**src/rtl/rx_lsr_pkg.sv**
```systemverilog
package rx_lsr_pkg;
  typedef struct packed {
    logic       bi;
    logic       fe;
    logic       pe;
    logic [7:0] data;
  } rx_entry_t;

  localparam int unsigned LSR_DR   = 0;
  localparam int unsigned LSR_OE   = 1;
  localparam int unsigned LSR_PE   = 2;
  localparam int unsigned LSR_FE   = 3;
  localparam int unsigned LSR_BI   = 4;
  localparam int unsigned LSR_THRE = 5;
  localparam int unsigned LSR_TEMT = 6;
  localparam int unsigned LSR_FERR = 7;
endpackage

```
**src/rtl/rx_char_store.sv**
```systemverilog
module rx_char_store
  import rx_lsr_pkg::*;
#(
  parameter int unsigned DEPTH = 16,
  localparam int unsigned AW = (DEPTH > 1) ? $clog2(DEPTH) : 1,
  localparam int unsigned CW = $clog2(DEPTH + 1)
) (
  input  logic      clk_i,
  input  logic      rst_ni,
  input  logic      flush_i,
  input  logic      fifo_mode_i,
  input  logic      push_i,
  input  rx_entry_t push_entry_i,
  input  logic      pop_i,
  output rx_entry_t head_o,
  output logic [CW-1:0] count_o,
  output logic      empty_o,
  output logic      accept_o,
  output logic      pop_o,
  output logic      overrun_o
);
  rx_entry_t mem_q [DEPTH];
  logic [AW-1:0] wptr_q, rptr_q;
  logic [CW-1:0] cnt_q;
  logic full;

  assign empty_o   = (cnt_q == '0);
  assign full      = fifo_mode_i ? (cnt_q == CW'(DEPTH)) : !empty_o;
  assign pop_o     = pop_i && !empty_o && !flush_i;
  assign accept_o  = push_i && !flush_i && (!full || pop_o);
  assign overrun_o = push_i && !flush_i && full && !pop_o;
  assign head_o    = mem_q[rptr_q];
  assign count_o   = cnt_q;

  function automatic logic [AW-1:0] inc_ptr(input logic [AW-1:0] p);
    return (p == AW'(DEPTH - 1)) ? '0 : p + 1'b1;
  endfunction

  always_ff @(posedge clk_i or negedge rst_ni) begin
    if (!rst_ni) begin
      wptr_q <= '0;
      rptr_q <= '0;
      cnt_q  <= '0;
    end else if (flush_i) begin
      wptr_q <= '0;
      rptr_q <= '0;
      cnt_q  <= '0;
    end else begin
      if (accept_o) wptr_q <= inc_ptr(wptr_q);
      if (pop_o)    rptr_q <= inc_ptr(rptr_q);
      cnt_q <= cnt_q + CW'(accept_o) - CW'(pop_o);
    end
  end

  for (genvar i = 0; i < DEPTH; i++) begin : g_slot
    always_ff @(posedge clk_i or negedge rst_ni) begin
      if (!rst_ni) mem_q[i] <= '0;
      else if (accept_o && wptr_q == AW'(i)) mem_q[i] <= push_entry_i;
    end
  end

  p_no_overflow_r2: assert property (@(posedge clk_i) disable iff (!rst_ni)
    cnt_q <= CW'(DEPTH));
  p_single_slot_r2: assert property (@(posedge clk_i) disable iff (!rst_ni)
    (!fifo_mode_i && !flush_i) |=> cnt_q <= CW'(1) || $changed(fifo_mode_i));
  p_full_keeps_r2: assert property (@(posedge clk_i) disable iff (!rst_ni)
    overrun_o |=> $stable(cnt_q));
endmodule

```
**src/rtl/rx_tag_tracker.sv**
```systemverilog
module rx_tag_tracker #(
  parameter int unsigned DEPTH = 16,
  localparam int unsigned CW = $clog2(DEPTH + 1)
) (
  input  logic clk_i,
  input  logic rst_ni,
  input  logic flush_i,
  input  logic fifo_mode_i,
  input  logic wr_tag_i,
  input  logic accept_i,
  input  logic pop_i,
  input  logic pop_tag_i,
  input  logic rd_lsr_i,
  output logic [CW-1:0] tag_cnt_o,
  output logic fifo_err_o
);
  logic [CW-1:0] tag_cnt_q, tag_cnt_d;
  logic err_q, add_tag, drop_tag;

  assign add_tag   = accept_i && wr_tag_i;
  assign drop_tag  = pop_i && pop_tag_i;
  assign tag_cnt_d = tag_cnt_q + CW'(add_tag) - CW'(drop_tag);

  always_ff @(posedge clk_i or negedge rst_ni) begin
    if (!rst_ni) begin
      tag_cnt_q <= '0;
      err_q     <= 1'b0;
    end else if (flush_i) begin
      tag_cnt_q <= '0;
      err_q     <= 1'b0;
    end else begin
      tag_cnt_q <= tag_cnt_d;
      // a read acknowledges only when nothing tagged is left behind
      if (add_tag && fifo_mode_i) err_q <= 1'b1;
      else if (rd_lsr_i && tag_cnt_d == '0) err_q <= 1'b0;
    end
  end

  assign tag_cnt_o  = tag_cnt_q;
  assign fifo_err_o = err_q && fifo_mode_i;

  p_err_held_r6: assert property (@(posedge clk_i) disable iff (!rst_ni)
    (fifo_mode_i && !flush_i && tag_cnt_d != '0 && err_q) |=> err_q);
  p_err_set_r6: assert property (@(posedge clk_i) disable iff (!rst_ni)
    (add_tag && fifo_mode_i && !flush_i) |=> err_q);
endmodule

```
**src/rtl/rx_status_word.sv**
```systemverilog
module rx_status_word
  import rx_lsr_pkg::*;
(
  input  logic      clk_i,
  input  logic      rst_ni,
  input  logic      flush_i,
  input  logic      empty_i,
  input  logic      pop_i,
  input  logic      overrun_i,
  input  logic      rd_lsr_i,
  input  rx_entry_t head_i,
  input  logic      fifo_err_i,
  input  logic      thr_empty_i,
  input  logic      tsr_empty_i,
  output logic [7:0] lsr_o
);
  logic oe_q, mask_q;
  logic [2:0] head_tags;

  always_ff @(posedge clk_i or negedge rst_ni) begin
    if (!rst_ni) begin
      oe_q   <= 1'b0;
      mask_q <= 1'b0;
    end else begin
      if (flush_i)        oe_q <= 1'b0;
      else if (overrun_i) oe_q <= 1'b1;
      else if (rd_lsr_i)  oe_q <= 1'b0;
      // head tags stay hidden after a read until a new head arrives
      if (flush_i || pop_i || empty_i) mask_q <= 1'b0;
      else if (rd_lsr_i)               mask_q <= 1'b1;
    end
  end

  assign head_tags = (empty_i || mask_q) ? 3'b000 : {head_i.bi, head_i.fe, head_i.pe};

  always_comb begin
    lsr_o           = '0;
    lsr_o[LSR_DR]   = !empty_i;
    lsr_o[LSR_OE]   = oe_q;
    lsr_o[LSR_PE]   = head_tags[0];
    lsr_o[LSR_FE]   = head_tags[1];
    lsr_o[LSR_BI]   = head_tags[2];
    lsr_o[LSR_THRE] = thr_empty_i;
    lsr_o[LSR_TEMT] = thr_empty_i && tsr_empty_i;
    lsr_o[LSR_FERR] = fifo_err_i;
  end

  p_oe_set_r3: assert property (@(posedge clk_i) disable iff (!rst_ni)
    (overrun_i && !flush_i) |=> oe_q);
  p_oe_clear_r3: assert property (@(posedge clk_i) disable iff (!rst_ni)
    (rd_lsr_i && !overrun_i) |=> !oe_q);
  p_mask_r5: assert property (@(posedge clk_i) disable iff (!rst_ni)
    (rd_lsr_i && !empty_i && !pop_i && !flush_i) |=> lsr_o[4:2] == 3'b000);
endmodule

```
**src/rtl/rx_line_status.sv**
```systemverilog
module rx_line_status
  import rx_lsr_pkg::*;
#(
  parameter int unsigned DEPTH = 16,
  localparam int unsigned CW = $clog2(DEPTH + 1)
) (
  input  logic       clk_i,
  input  logic       rst_ni,
  input  logic       fifo_en_i,
  input  logic       wr_valid_i,
  input  logic [7:0] wr_data_i,
  input  logic       wr_pe_i,
  input  logic       wr_fe_i,
  input  logic       wr_bi_i,
  input  logic       rd_data_i,
  input  logic       rd_lsr_i,
  input  logic       thr_empty_i,
  input  logic       tsr_empty_i,
  input  logic       rls_ie_i,
  output logic [7:0] rd_data_o,
  output logic [7:0] lsr_o,
  output logic       rls_irq_o
);
  logic mode_q, flush;
  rx_entry_t wr_entry, head;
  logic [CW-1:0] count, tag_cnt;
  logic empty, accept, pop, overrun, fifo_err;

  always_ff @(posedge clk_i or negedge rst_ni) begin
    if (!rst_ni) mode_q <= 1'b0;
    else         mode_q <= fifo_en_i;
  end
  assign flush = (mode_q != fifo_en_i);

  assign wr_entry = '{bi: wr_bi_i, fe: wr_fe_i, pe: wr_pe_i, data: wr_data_i};

  rx_char_store #(.DEPTH(DEPTH)) u_store (
    .clk_i, .rst_ni,
    .flush_i     (flush),
    .fifo_mode_i (fifo_en_i),
    .push_i      (wr_valid_i),
    .push_entry_i(wr_entry),
    .pop_i       (rd_data_i),
    .head_o      (head),
    .count_o     (count),
    .empty_o     (empty),
    .accept_o    (accept),
    .pop_o       (pop),
    .overrun_o   (overrun)
  );

  rx_tag_tracker #(.DEPTH(DEPTH)) u_tags (
    .clk_i, .rst_ni,
    .flush_i     (flush),
    .fifo_mode_i (fifo_en_i),
    .wr_tag_i    (wr_pe_i | wr_fe_i | wr_bi_i),
    .accept_i    (accept),
    .pop_i       (pop),
    .pop_tag_i   (head.pe | head.fe | head.bi),
    .rd_lsr_i    (rd_lsr_i),
    .tag_cnt_o   (tag_cnt),
    .fifo_err_o  (fifo_err)
  );

  rx_status_word u_status (
    .clk_i, .rst_ni,
    .flush_i     (flush),
    .empty_i     (empty),
    .pop_i       (pop),
    .overrun_i   (overrun),
    .rd_lsr_i    (rd_lsr_i),
    .head_i      (head),
    .fifo_err_i  (fifo_err),
    .thr_empty_i (thr_empty_i),
    .tsr_empty_i (tsr_empty_i),
    .lsr_o       (lsr_o)
  );

  assign rd_data_o = head.data;
  assign rls_irq_o = rls_ie_i && (lsr_o[LSR_BI:LSR_OE] != '0);

  p_tag_bound_r6: assert property (@(posedge clk_i) disable iff (!rst_ni)
    tag_cnt <= count);
  p_drain_r1: assert property (@(posedge clk_i) disable iff (!rst_ni)
    (pop && count == CW'(1) && !accept && !flush) |=> !lsr_o[LSR_DR]);
  p_flush_r10: assert property (@(posedge clk_i) disable iff (!rst_ni)
    flush |=> (count == '0 && !lsr_o[LSR_OE]));
  p_irq_cause_r9: assert property (@(posedge clk_i) disable iff (!rst_ni)
    rls_irq_o |-> (rls_ie_i && !empty) || lsr_o[LSR_OE]);
endmodule

```
**config.mk**
```make
export PLATFORM = sky130hd
export DESIGN_NAME = rx_line_status
export DESIGN_NICKNAME = d
export VERILOG_FILES = /design/src/rtl/rx_lsr_pkg.sv /design/src/rtl/rx_char_store.sv /design/src/rtl/rx_tag_tracker.sv /design/src/rtl/rx_status_word.sv /design/src/rtl/rx_line_status.sv
export SDC_FILE = /design/constraint.sdc
export NUM_CORES = 1
export LEC_CHECK = 0
export BUFFER_PORTS_ARGS = -buffer_cell sky130_fd_sc_hd__buf_2
export CORE_ASPECT_RATIO = 0.75
export CORE_MARGIN = 10
export CORE_UTILIZATION = 30
export DETAILED_ROUTE_END_ITERATION = 8
export PLACE_DENSITY = 0.54
export SYNTH_ARGS = -nofsm -noshare
export SYNTH_HDL_FRONTEND = slang
export SYNTH_SLANG_ARGS = --single-unit
```
**constraint.sdc**
```tcl
create_clock -name clk_i -period 6.2 [get_ports clk_i]
set_clock_uncertainty 0.05 [all_clocks]
set_input_delay 1.24 -clock clk_i [delete_from_list [all_inputs] [get_ports clk_i]]
set_output_delay 1.24 -clock clk_i [all_outputs]
set_load 0.01 [all_outputs]
```
---- Word-level counts from Yosys, hierarchy flattened ----
Cells that the tools add are included.
operators by class
  mux-type cells .......................... 21
  bitwise logic cells ..................... 5
  equality and inequality tests ........... 18
  reductions and logical operators ........ 46
  order comparisons ....................... 1
  add/sub/neg operators ................... 6
operator list
  operator                                                          count
  11-bit binary-select mux with 4-bit select                        1
  4-bit == test (second input constant)                             9
  1-bit logical AND                                                 29
  4-bit 2-to-1 mux                                                  6
  11-bit 2-to-1 mux                                                 2
  4-bit by 3-bit == test with 1-bit output (second input constant)  4
  5-bit by 1-bit adder with 5-bit output                            2
  5-bit zero test                                                   2
  5-bit 2-to-1 mux                                                  2
  5-bit by 1-bit subtractor with 5-bit output                       2
  1-bit 2-to-1 mux                                                  9
  4-bit by 1-bit adder with 4-bit output (second input constant)    2
  4-bit by 2-bit == test with 1-bit output (second input constant)  2
  2-bit nonzero test                                                3
  3-bit nonzero test                                                2
  5-bit == test (second input constant)                             1
  5-bit >= comparator (second input constant)                       1
  4-bit inverter with 5-bit output                                  1
  4-bit by 1-bit == test with 1-bit output (second input constant)  1
  1-bit zero test                                                   4
  4-bit zero test                                                   1
  1-bit logical OR                                                  4
  1-bit OR                                                          4
  4-bit nonzero test                                                1
  other kinds (2)                                                   2
word-level totals
  output and inout port bits .............. 17
  input bits .............................. 20
  word-level logic and storage cells ...... 169
  register bits ........................... 198

---- Longest topological paths before layout ----
Gate-level depths: netlist of run 1.
  word-level depth ........................ 14
  depth in mapped cells ................... 17

---- By module ----
From an unflattened synthesis of run 1, not the netlist that was laid out.
second synthesis, totals
  cell total of the unflattened synthesis .. 708
  area, all modules ....................... 9595.5 um2
modules (own cells, without submodules)
  module          instances  cells each  area each (um2)
  rx_char_store   1          649         8999.9
  rx_tag_tracker  1          38          401.6
  rx_status_word  1          16          136.4
  rx_line_status  1          5           57.6

---- Worst setup path after synthesis of run 1 ----
No wires, ideal clock.
  path type ............................... input to register
  from .................................... input port fifo_en_i
  to ...................................... register u_tags.err_q
  path slack .............................. 2589 ps
  path buffers ............................ 0
  stages on the path ...................... 12
  setup time .............................. 124 ps
  arrival ................................. 3437 ps
  required time ........................... 6026 ps
  cells stage by stage .................... xor2_1 nor3_1 ha_1 inv_1 ha_1 fa_1 a21o_1 a21oi_1 xnor2_1 a41oi_1 o211ai_1 nand2_1
between the ends
  word-level cells in the longest chain between the ends .. 11
RTL lines
  element                                      line                                      source
  start, declared                              rx_line_status.sv:9                       input logic fifo_en_i,
  1-bit inequality test                        rx_line_status.sv:33                      assign flush = (mode_q != fifo_en_i);
  1-bit zero test                              rx_char_store.sv:29, rx_char_store.sv:30
  1-bit logical AND                            rx_char_store.sv:29                       assign pop_o = pop_i && !empty_o && !flush_i;
  1-bit logical OR                             rx_char_store.sv:30                       assign accept_o = push_i && !flush_i && (!full || pop_o);
  1-bit logical AND                            rx_char_store.sv:30
  1-bit logical AND                            rx_tag_tracker.sv:20                      assign add_tag = accept_i && wr_tag_i;
  5-bit by 1-bit adder with 5-bit output       rx_tag_tracker.sv:22                      assign tag_cnt_d = tag_cnt_q + CW'(add_tag) - CW'(drop_tag);
  5-bit by 1-bit subtractor with 5-bit output  rx_tag_tracker.sv:22
  5-bit zero test                              rx_tag_tracker.sv:35                      else if (rd_lsr_i && tag_cnt_d == '0) err_q <= 1'b0;
  1-bit logical AND                            rx_tag_tracker.sv:35
  3-bit nonzero test (no source line)          n/a
  end signal, assigned                         rx_tag_tracker.sv:27                      err_q <= 1'b0;
  end signal, assigned                         rx_tag_tracker.sv:34                      if (add_tag && fifo_mode_i) err_q <= 1'b1;
  end signal, assigned                         rx_tag_tracker.sv:35
  end, declared                                rx_tag_tracker.sv:18                      logic err_q, add_tag, drop_tag;
Several ways; a longest one is shown, not always the timed one.
A chain may end at the register's enable or synchronous reset.

---- Final worst setup path of run 1 ----
  from .................................... register u_store.rptr_q[1]
  to ...................................... output port rd_data_o[1]
between the ends
  word-level cells in the longest chain between the ends .. 4
RTL lines
  element                                                 line                  source
  start, declared                                         rx_char_store.sv:23   logic [AW-1:0] wptr_q, rptr_q;
  start signal, assigned                                  rx_char_store.sv:50   if (pop_o) rptr_q <= inc_ptr(rptr_q);
  4-bit inverter with 5-bit output (implied by the code)  rx_char_store.sv:32   assign head_o = mem_q[rptr_q];
  11-bit binary-select mux with 4-bit select              rx_char_store.sv:32
  11-bit 2-to-1 mux (implied by the code) (2 in series)   rx_char_store.sv:32
  end, declared                                           rx_line_status.sv:20  output logic [7:0] rd_data_o,
Every way passes these cells. The select of a mux whose other input is x is not followed.

==> implementation parameters, run 1 <==
Parameter                              Value

Run status
  Result of the run    finished, final reports clean

Clock tree
  Maximum number of buffers from clock root to sink    2
  Number of setup buffers added after CTS    0
  TritonCTS clock tree    done
  Inserted Clock Buffers    17
  Clk slew on worst S/H paths    70 ps
  Master cell of the clock root buffer    clkbuf_16
  Clock latency on the worst-skew pair    440 ps
  Hold Buf Count CTS    0
  Total number of H-tree levels    4
  TritonCTS sink count    198
  Resize count post-CTS    0

Synth
  Synthesized flop and latch total    198
  Per-instance average area after synthesis    13.9 sq um
  Synthesized area    9640 sq um
  Sequential cell area fraction in the yosys report    0.514
  Number of nets in the synthesized netlist    728
  Number of instances in the synthesized netlist    691
  Distinct cell type count of the synthesized netlist    46
  Synth warn    0

Floorplanning
  Effective utilization at floorplan    0.306
  Floorplan die height    175 um
  Area of the die    39800 sq um
  Top-level port count    37
  Site Rows    56
  X dimension of the die    227 um
  Core footprint    31500 sq um

Worst setup path
  Number of cell instances on the worst register-to-register path    16
  Reg2reg start    u_store.rptr_q[1]
  Arrival time worst endpoint    3210 ps
  Startpoint of the worst setup timing path    u_store.rptr_q[1]
  Category of the most critical setup path    flip-flop to output port
  Biggest fanout along the worst timing path    20
  Worst reg-to-reg setup slack    1980 ps
  Data required time at the worst endpoint    4910 ps
  Type of destination of the critical path    output port
  Capture instance of the worst register-to-register path    u_tags.err_q
  Worst Setup Start Kind    flip-flop
  Endpoint of the worst setup timing path    rd_data_o[1]

Global route
  Antenna violations before repair    0
  Pin count of the biggest net entering global routing    119
  First-pass GRT wire length    36100 um
  Total congestion overflow    0
  Total Routing Usage GR    0.120
  Number of global-route vias before repair    5900

Final layout
  Share of the core filled with cells    0.341
  FILL cells    3065
  Layout cell share with drive strength beyond 1    0.423
  Area of all placed cells without fillers    10700 sq um
  Inserted Diodes    0
  Sequential cell area    4960 sq um
  Post-route non-filler standard cell count    1127
  Nets@finish    747
  Synthesis-to-finish area growth    11.3%
  Combined area of the multi-input logic cells    4380 sq um

Detailed routing
  Via count of the routed design    5532
  Number of DRC violations after detailed-routing iteration 0    332
  Detailed-router iteration count before antenna repair    4
  Post-route antenna net violation count    0
  DRC errors left    0
  WL final    22900 um
  Vias per Instance    4.91
  Routed length per placed instance    20.4 um

STA
  Hold Violations, Final    0
  Final hold slack    446 ps
  Final-report max-slew violation count    0
  Period Utilization, post-route    0.726
  RSZ-0062 raised after global routing    no
  Slew of the pin with the lowest slew margin    1080 ps
  Final setup fails    0
  Fmax    222 MHz
  Final Worst Setup Slack    1700 ps
  Normalized max-slew margin    0.280
  Shortest period the worst path allows    4500 ps
  Total negative slack for setup checks    0 ps

Power and ir drop
  Design internal power    2.46 mW
  Switching share of power    0.305
  Total power consumption of the routed design    3.55 mW
  Leakage power of the design    4.95 nW
  Fraction of power consumed by the clock network    0.291
  Worst vdd ir    0.198 mV
  Register share of total power    0.446
  PwrDens    331 nW/um^2
  Share of total power in combinational logic    0.263
  Switching power    1.08 mW

Worst hold path
  Hold path start    u_store.mem_q[114]
  Class of the tightest hold or removal check    flip-flop to flip-flop

Placed design
  Placer's final routability congestion estimate    0.749
  Hpwl dp    14100 um
  Instance count after placement with tap cells included    1097
  Count of input and output buffers    36
  Dpl cell area    10200 sq um
  Worst Setup Slack post-DPL    1980 ps

Job
  Total of max-cap violations    0
-- worst min path at each step --
stage          depth (start not counted)                 end
6_report                               1  u_store.mem_q[114]
5_1_grt                                1  u_store.mem_q[169]
3_5_place_dp                           1  u_store.mem_q[114]
2_1_floorplan                          1  u_store.mem_q[114]
3_3_place_gp                           1  u_store.mem_q[114]
4_1_cts                                1  u_store.mem_q[114]
-- placed cells by master, fill, tap and decap left out, types with 4 or more instances in the layout --
cell and instances:
a21oi_1 19, a221oi_1 8, a22oi_1 11, and2_1 8, and3_1 7, buf_2 35
buf_4 15, clkbuf_16 17, clkinv_2 8, dfrtp_1 197, ha_1 15, inv_1 14
mux2_2 153, mux2_4 30, mux2i_1 24, mux4_2 28, nand2_1 24, nand3_1 5
nor2_1 19, nor2b_1 5, nor3_1 8, nor4b_2 4, o21ai_0 20, xnor2_1 5
xor2_1 6
-- per-layer routing --
layer | wire length [um] | vias up | global-route usage
met5 | 0 | - | 0
met2 | 10500 | 65 | 0.184
met4 | 165 | 0 | 0.0324
li1 | - | 2546 | -
met1 | 11400 | 2908 | 0.167
met3 | 882 | 13 | 0.0234
-- kinds of logic (layout without fill, tap and decap cells) --
kind of cell	Yosys count	after routing	share of synthesized area
AO/OA/AOI/OAI	69	69	0.0450
XOR/XNOR	11	11	0.0100
adder cells (fa/ha/maj)	17	17	0.0236
buffers and inverters	66	96	0.0338
flip-flops	198	198	0.514
multiplexers	236	236	0.317
AND/OR/NAND/NOR	94	94	0.0565
-- layout make-up --
| cell class | instances | share of cell area |
|---|---|---|
| clock buffers | 19 | 0.0403 |
| clock inverters | 11 | 0.00805 |
| inverters | 15 | 0.00548 |
| multi-input cells | 427 | 0.409 |
| flip-flops and latches | 198 | 0.462 |
| well taps | 406 | 0.0473 |
| repair buffers | 51 | 0.0281 |
-- synth_stat cells, drive strengths merged --
library cell | instances | area share
a41oi | 1 | 0.00091
a31oi | 1 | 0.00065
o211ai | 2 | 0.0016
nand3 | 6 | 0.0044
o21ai | 20 | 0.010
o41ai | 1 | 0.00091
a211o | 1 | 0.00091
nor3b | 4 | 0.0047
and2 | 9 | 0.0061
a21o | 3 | 0.0023
or3b | 1 | 0.00091
xnor2 | 5 | 0.0045
a21oi | 19 | 0.0099
buf | 40 | 0.023
nor2b | 5 | 0.0032
o31ai | 1 | 0.00078
a311oi | 1 | 0.00091
mux2i | 24 | 0.025
mux2 | 184 | 0.23
mux4 | 28 | 0.065
nand2 | 24 | 0.0093
clkbuf | 11 | 0.0043
and3 | 10 | 0.0080
nor3 | 8 | 0.0042
or3 | 2 | 0.0013
nor4b | 5 | 0.0061
a221oi | 8 | 0.0073
xor2 | 6 | 0.0055
a22oi | 11 | 0.0086
nand3b | 1 | 0.00078
inv | 15 | 0.0061
dfrtp | 198 | 0.51
ha | 15 | 0.019
nor2 | 19 | 0.0074
fa | 2 | 0.0042
-- critical path, cell delays in order, from the launching register on --
cell	delay (ps)
dfrtp_1	950
buf_4	400
nor2b_1	230
buf_4	240
a221oi_1	510
o21ai_0	150
nand2_1	130
buf_2	140
-- power groups by stage --
stage | Combinational (mW) | Clock (mW) | Sequential [mW]
2_1_floorplan | 0.736 | 0 | 1.53
3_3_place_gp | 0.942 | 0 | 1.61
3_5_place_dp | 0.949 | 0 | 1.61
4_1_cts | 0.954 | 1.06 | 1.59
5_1_grt | 1.04 | 1.12 | 1.61
6_report | 0.932 | 1.03 | 1.58
-- state kept, by name, summed over array words and instances, names as in the netlist --
| name | count |
|---|---|
| u_store.count_o | 5 |
| u_store.wptr_q | 4 |
| u_store.mem_q | 176 |
| mode_q | 1 |
| u_store.rptr_q | 4 |
| u_tags.tag_cnt_o | 5 |
| u_tags.err_q | 1 |
| u_status.mask_q | 1 |
| u_status.oe_q | 1 |
Note: power is estimated with default switching activity, not from simulation.
==> inputs of run 2 (changes only) <==
Settings changed: PLACE_DENSITY 0.54 to 0.55.
Clock period 6.2 ns to 3.9 ns, I/O delays scaled along.
==> run 2 against run 1 <==
Combinational power is 88% higher. Critical path depth increased by 10. Register-to-register slack got worse by 1800 ps. Non-clock buffer count increased by 30. Wire length up 0.39%. First-iteration DRC count fell by 9.0%. Sequential power is 54% higher. Critical path type is now flip-flop to flip-flop.
==> implementation parameters, run 2 (same netlist as run 1, synthesis figures left out) <==
Parameter                              Value

Run status
  Result of the run    finished, final reports clean

Global route
  Total congestion overflow    0
  Number of global-route vias before repair    6073
  Antenna violations before repair    0
  Pin count of the biggest net entering global routing    125
  First-pass GRT wire length    36600 um
  Total Routing Usage GR    0.120

Floorplanning
  Core footprint    31500 sq um
  Effective utilization at floorplan    0.306
  Site Rows    56
  Area of the die    39800 sq um
  Top-level port count    37
  X dimension of the die    227 um
  Floorplan die height    175 um

Final layout
  Inserted Diodes    0
  FILL cells    3040
  Nets@finish    777
  Flip-flop count of the largest register after layout    176
  Share of the core filled with cells    0.352
  Most frequent cells in the layout    dfrtp_1, mux2_2, buf_4
  Most frequent standard cell in the layout excluding fill and tap cells    dfrtp_1
  Layout cell share with drive strength beyond 1    0.461
  Area of all placed cells without fillers    11100 sq um
  Register containing the most flip-flops in the final layout    u_store.mem_q
  Synthesis-to-finish area growth    15.0%

Clock tree
  TritonCTS clock tree    done
  Hold Buf Count CTS    0
  Clock latency on the worst-skew pair    450 ps
  Master cell of the clock root buffer    clkbuf_16
  Maximum number of buffers from clock root to sink    2
  Total number of H-tree levels    4
  Inserted Clock Buffers    17
  Clk slew on worst S/H paths    80 ps
  TritonCTS sink count    198

STA
  Period Utilization, post-route    0.952
  Fmax    269 MHz
  Final setup fails    0
  Normalized max-slew margin    0.401
  Hold Violations, Final    0
  Shortest period the worst path allows    3710 ps
  Slew of the pin with the lowest slew margin    899 ps
  Final-report max-slew violation count    0

Worst setup path
  Biggest fanout along the worst timing path    5
  Worst Setup Start Kind    flip-flop
  Type of destination of the critical path    flip-flop
  Data required time at the worst endpoint    4190 ps
  Category of the most critical setup path    flip-flop to flip-flop
  Arrival time worst endpoint    4010 ps

Detailed routing
  Vias per Instance    4.96
  Detailed-router iteration count before antenna repair    5
  Via count of the routed design    5750
  Number of DRC violations after detailed-routing iteration 0    302
  Post-route antenna net violation count    0
  DRC errors left    0
  Routed length per placed instance    19.9 um
  WL final    23000 um

Power and ir drop
  Fraction of power consumed by the clock network    0.294
  Leakage power of the design    5.13 nW
  Share of total power in combinational logic    0.295
  Switching share of power    0.312
  PwrDens    536 nW/um^2
  Design internal power    4.09 mW
  Worst vdd ir    0.252 mV
  Register share of total power    0.411
  Switching power    1.85 mW
  Total power consumption of the routed design    5.94 mW

Placed design
  Count of input and output buffers    36
  Placer's final routability congestion estimate    0.808
  Dpl cell area    10400 sq um
  Hpwl dp    14700 um

Job
  Total of max-cap violations    0

Worst hold path
  Class of the tightest hold or removal check    input port to asynchronous set/reset pin
## run 2: cell count changes in the layout (fill, tap and decap cells not counted), sizes merged
cell      delta
buf         +30
clkbuf       -2
clkinv       -1
clkinvlp     +3
inv          +2
## run 2: through the flow
step                      cells  hold WS, ps  TNS (ps)  setup WS [ps]
final                      1159         87.2         0            188
after global routing       1159         69.1     -32.5          -32.5
after CTS                  1150         68.3         0           43.5
after detailed placement   1118          430         0           39.2
after global placement     1118          420         0            111
after floorplan             691          408         0            347
## run 2: layout make-up
type / instances / area [sq um] / area share
clock buffers: 17 / 425 / 0.0384
clock inverters: 15 / 151 / 0.0137
inverters: 15 / 58.8 / 0.00531
multi-input cells: 427 / 4420 / 0.399
flip-flops and latches: 198 / 4960 / 0.447
well taps: 406 / 508 / 0.0458
repair buffers: 81 / 556 / 0.0501
## run 2: power groups by stage
stage	clock, mW	sequential [mW]	combinational [mW]
6_report	1.75	2.44	1.75
2_1_floorplan	0	2.43	1.17
5_1_grt	1.88	2.47	1.94
4_1_cts	1.79	2.46	1.64
3_5_place_dp	0	2.50	1.63
3_3_place_gp	0	2.50	1.62
## run 2: path summary, 6_finish.rpt
check	start	slack [ps]	end	cells past startpoint
setup / recovery	u_store.rptr_q[0]	190	u_tags.err_q	17
hold / removal	rst_ni	90	u_store.mem_q[26]	1
setup reg to reg	u_store.rptr_q[0]	190	u_tags.err_q	17
hold reg to reg	u_store.mem_q[141]	460	u_store.mem_q[141]	1
max in group asynchronous	rst_ni	2640	u_store.mem_q[137]	2
min in group clk_i	u_store.mem_q[141]	460	u_store.mem_q[141]	1
## run 2: critical path, stage by stage, from the launching register on
cell and delay, ps:
dfrtp_4 510, buf_12 150, mux4_2 440, a22oi_2 240, and3_4 210, nand2_1 70
nor2_1 110, nor3_1 60, ha_1 270, inv_1 40, ha_1 220, fa_2 350
a21o_1 170, a21oi_2 170, xnor2_2 140, a41oi_2 140, o211ai_1 190, nand2_1 70
## run 2: per-layer routing
metal | GRT usage | wire, um | vias to the layer above
li1 | - | - | 2614
met3 | 0.0274 | 886 | 18
met5 | 0 | 0 | -
met2 | 0.177 | 10100 | 91
met4 | 0.0319 | 219 | 0
met1 | 0.173 | 11900 | 3027
## run 2: timing repair
action | in CTS | in global routing
hold endpoints to repair | 0 | 0
setup endpoints to repair | 0 | 3
buffers inserted | 0 | 9
gates resized for setup | 0 | 10
==> inputs of run 3 (changes only) <==
Settings changed: PLACE_DENSITY 0.55 to not set, PLACE_DENSITY_LB_ADDON set to 0.05.
==> run 3 against run 2 <==
Non-clock buffer count is 4 lower. Sequential share of layout area grew 0.20 points. Wire length increased by 11%. Critical path depth did not move. Largest cell class unchanged. Die area unchanged. Core utilization down 0.16 points. Clock power is essentially flat. Total power fell by 0.26%. Count of clock-buffer cells in the layout is 2 higher. Maximum frequency shrank 0.42%. First-iteration DRC count decreased by 33%.
==> implementation parameters, run 3 (same netlist as run 1, synthesis figures left out) <==
Parameter                              Value

Power and ir drop
  PwrDens    537 nW/um^2
  Worst vdd ir    0.235 mV
  Leakage power of the design    5.10 nW
  Total power consumption of the routed design    5.93 mW

Global route
  Antenna violations before repair    0
  First-pass GRT wire length    39400 um
  Pin count of the biggest net entering global routing    98
  Number of global-route vias before repair    6234
  Total Routing Usage GR    0.135
  Total congestion overflow    0

Floorplanning
  Site Rows    56
  X dimension of the die    227 um
  Effective utilization at floorplan    0.306
  Area of the die    39800 sq um
  Core footprint    31500 sq um
  Floorplan die height    175 um
  Top-level port count    37

Final layout
  FILL cells    3005
  Register containing the most flip-flops in the final layout    u_store.mem_q
  Inserted Diodes    0
  Most frequent standard cell in the layout excluding fill and tap cells    dfrtp_1
  Share of the core filled with cells    0.351
  Most frequent cells in the layout    dfrtp_1, mux2_2, buf_4
  Nets@finish    773
  Layout cell share with drive strength beyond 1    0.453
  Flip-flop count of the largest register after layout    176
  Synthesis-to-finish area growth    14.5%
  Area of all placed cells without fillers    11000 sq um

Clock tree
  Total number of H-tree levels    4
  Inserted Clock Buffers    17
  Hold Buf Count CTS    0
  TritonCTS sink count    198
  Maximum number of buffers from clock root to sink    2
  TritonCTS clock tree    done
  Master cell of the clock root buffer    clkbuf_16
  Clock latency on the worst-skew pair    450 ps
  Clk slew on worst S/H paths    70 ps

Placed design
  Hpwl dp    16300 um
  Dpl cell area    10400 sq um
  Placer's final routability congestion estimate    0.732
  Count of input and output buffers    36

Detailed routing
  Vias per Instance    4.92
  Routed length per placed instance    22.2 um
  Post-route antenna net violation count    0
  WL final    25700 um
  DRC errors left    0
  Via count of the routed design    5687
  Number of DRC violations after detailed-routing iteration 0    201
  Detailed-router iteration count before antenna repair    4

Worst setup path
  Critical Path, Cell by Cell    clkbuf_4 -> buf_4 -> mux4_2 -> a22oi_1 -> nand3_1 -> nor2_2 -> nor3_1 -> ha_1 -> inv_1 -> ha_1 -> fa_2 -> a21o_1 -> a21oi_2 -> xnor2_2 -> a41oi_2 -> o211ai_1 -> nand2_1
  Number of cell instances on the worst register-to-register path    17
  Type of destination of the critical path    flip-flop
  Reg2reg start    u_store.rptr_q[0]
  Worst Setup Start Kind    flip-flop
  Most used cell along the critical path    ha_1
  Arrival time worst endpoint    4020 ps
  Capture instance of the worst register-to-register path    u_tags.err_q
  Largest stage delay, worst path    490 ps
  Worst reg-to-reg setup slack    170 ps
  Data required time at the worst endpoint    4190 ps
  Category of the most critical setup path    flip-flop to flip-flop
  Biggest fanout along the worst timing path    5
  Critical path's slowest cell    dfrtp_4

STA
  Slew of the pin with the lowest slew margin    849 ps
  Final-report max-slew violation count    0
  Final setup fails    0
  Period Utilization, post-route    0.956
  Hold Violations, Final    0
  Fmax    268 MHz
  Normalized max-slew margin    0.434
  Shortest period the worst path allows    3730 ps

Job
  Total of max-cap violations    0

Run status
  Result of the run    finished, final reports clean

Worst hold path
  Class of the tightest hold or removal check    input port to asynchronous set/reset pin
run 3: layer usage:
| layer | up-vias | wire (um) | share of wire | track usage |
|---|---|---|---|---|
| met3 | 24 | 788 | 0.031 | 0.0305 |
| met1 | 3012 | 12800 | 0.50 | 0.186 |
| met4 | 0 | 411 | 0.016 | 0.0463 |
| li1 | 2595 | - | - | - |
| met5 | - | 0 | 0 | 0 |
| met2 | 56 | 11600 | 0.45 | 0.204 |
run 3: how the worst max path moves through the flow:
stage                 startpoint            to  slack, ps  cells after the start
2_1_floorplan  u_store.rptr_q[0]  u_tags.err_q        350                     17
3_3_place_gp   u_store.rptr_q[0]  u_tags.err_q         80                     16
5_1_grt        u_store.rptr_q[0]  u_tags.err_q         -8                     17
3_5_place_dp   u_store.rptr_q[0]  u_tags.err_q         50                     16
4_1_cts        u_store.rptr_q[0]  u_tags.err_q         40                     16
6_report       u_store.rptr_q[0]  u_tags.err_q        170                     17
run 3: worst max-delay path: cells and delay by family (launching register included):
family          cells  cell delay, ps
compound gates      5             880
fa+ha+maj           3             850
flops               1             490
simple gates        4             430
mux                 1             410
buf+inv             3             380
xor+xnor            1             150
run 3: report_power, final:
part	internal [mW]	total (mW)	switching, mW	leakage (nW)
clock	0.888	1.72	0.832	0.258
combinational	0.889	1.78	0.889	2.14
sequential	2.29	2.43	0.136	2.70
total	4.07	5.93	1.86	5.10
run 3: cell type report:
cell class	count	area [sq um]	share of cell area
Clock inverter	13	128	0.0116
Sequential cell	198	4960	0.449
Clock buffer	19	433	0.0392
Multi-Input combinational cell	427	4410	0.400
Timing Repair Buffer	77	534	0.0484
Inverter	15	58.8	0.00533
Tap cell	406	508	0.0460
run 3: through the flow:
step | TNS, ps | hold WS [ps] | std cells | setup WS (ps)
final | 0 | 364 | 1155 | 172
after CTS | 0 | 405 | 1149 | 37.9
after global placement | 0 | 424 | 1117 | 83.2
after global routing | -7.98 | 428 | 1155 | -7.98
after detailed placement | 0 | 429 | 1117 | 53.6
after floorplan | 0 | 408 | 691 | 347
run 3: what timing repair did:
item,4_1_cts,5_1_grt
setup endpoints to repair,0,1
gates resized for setup,0,6
setup buffers,0,6
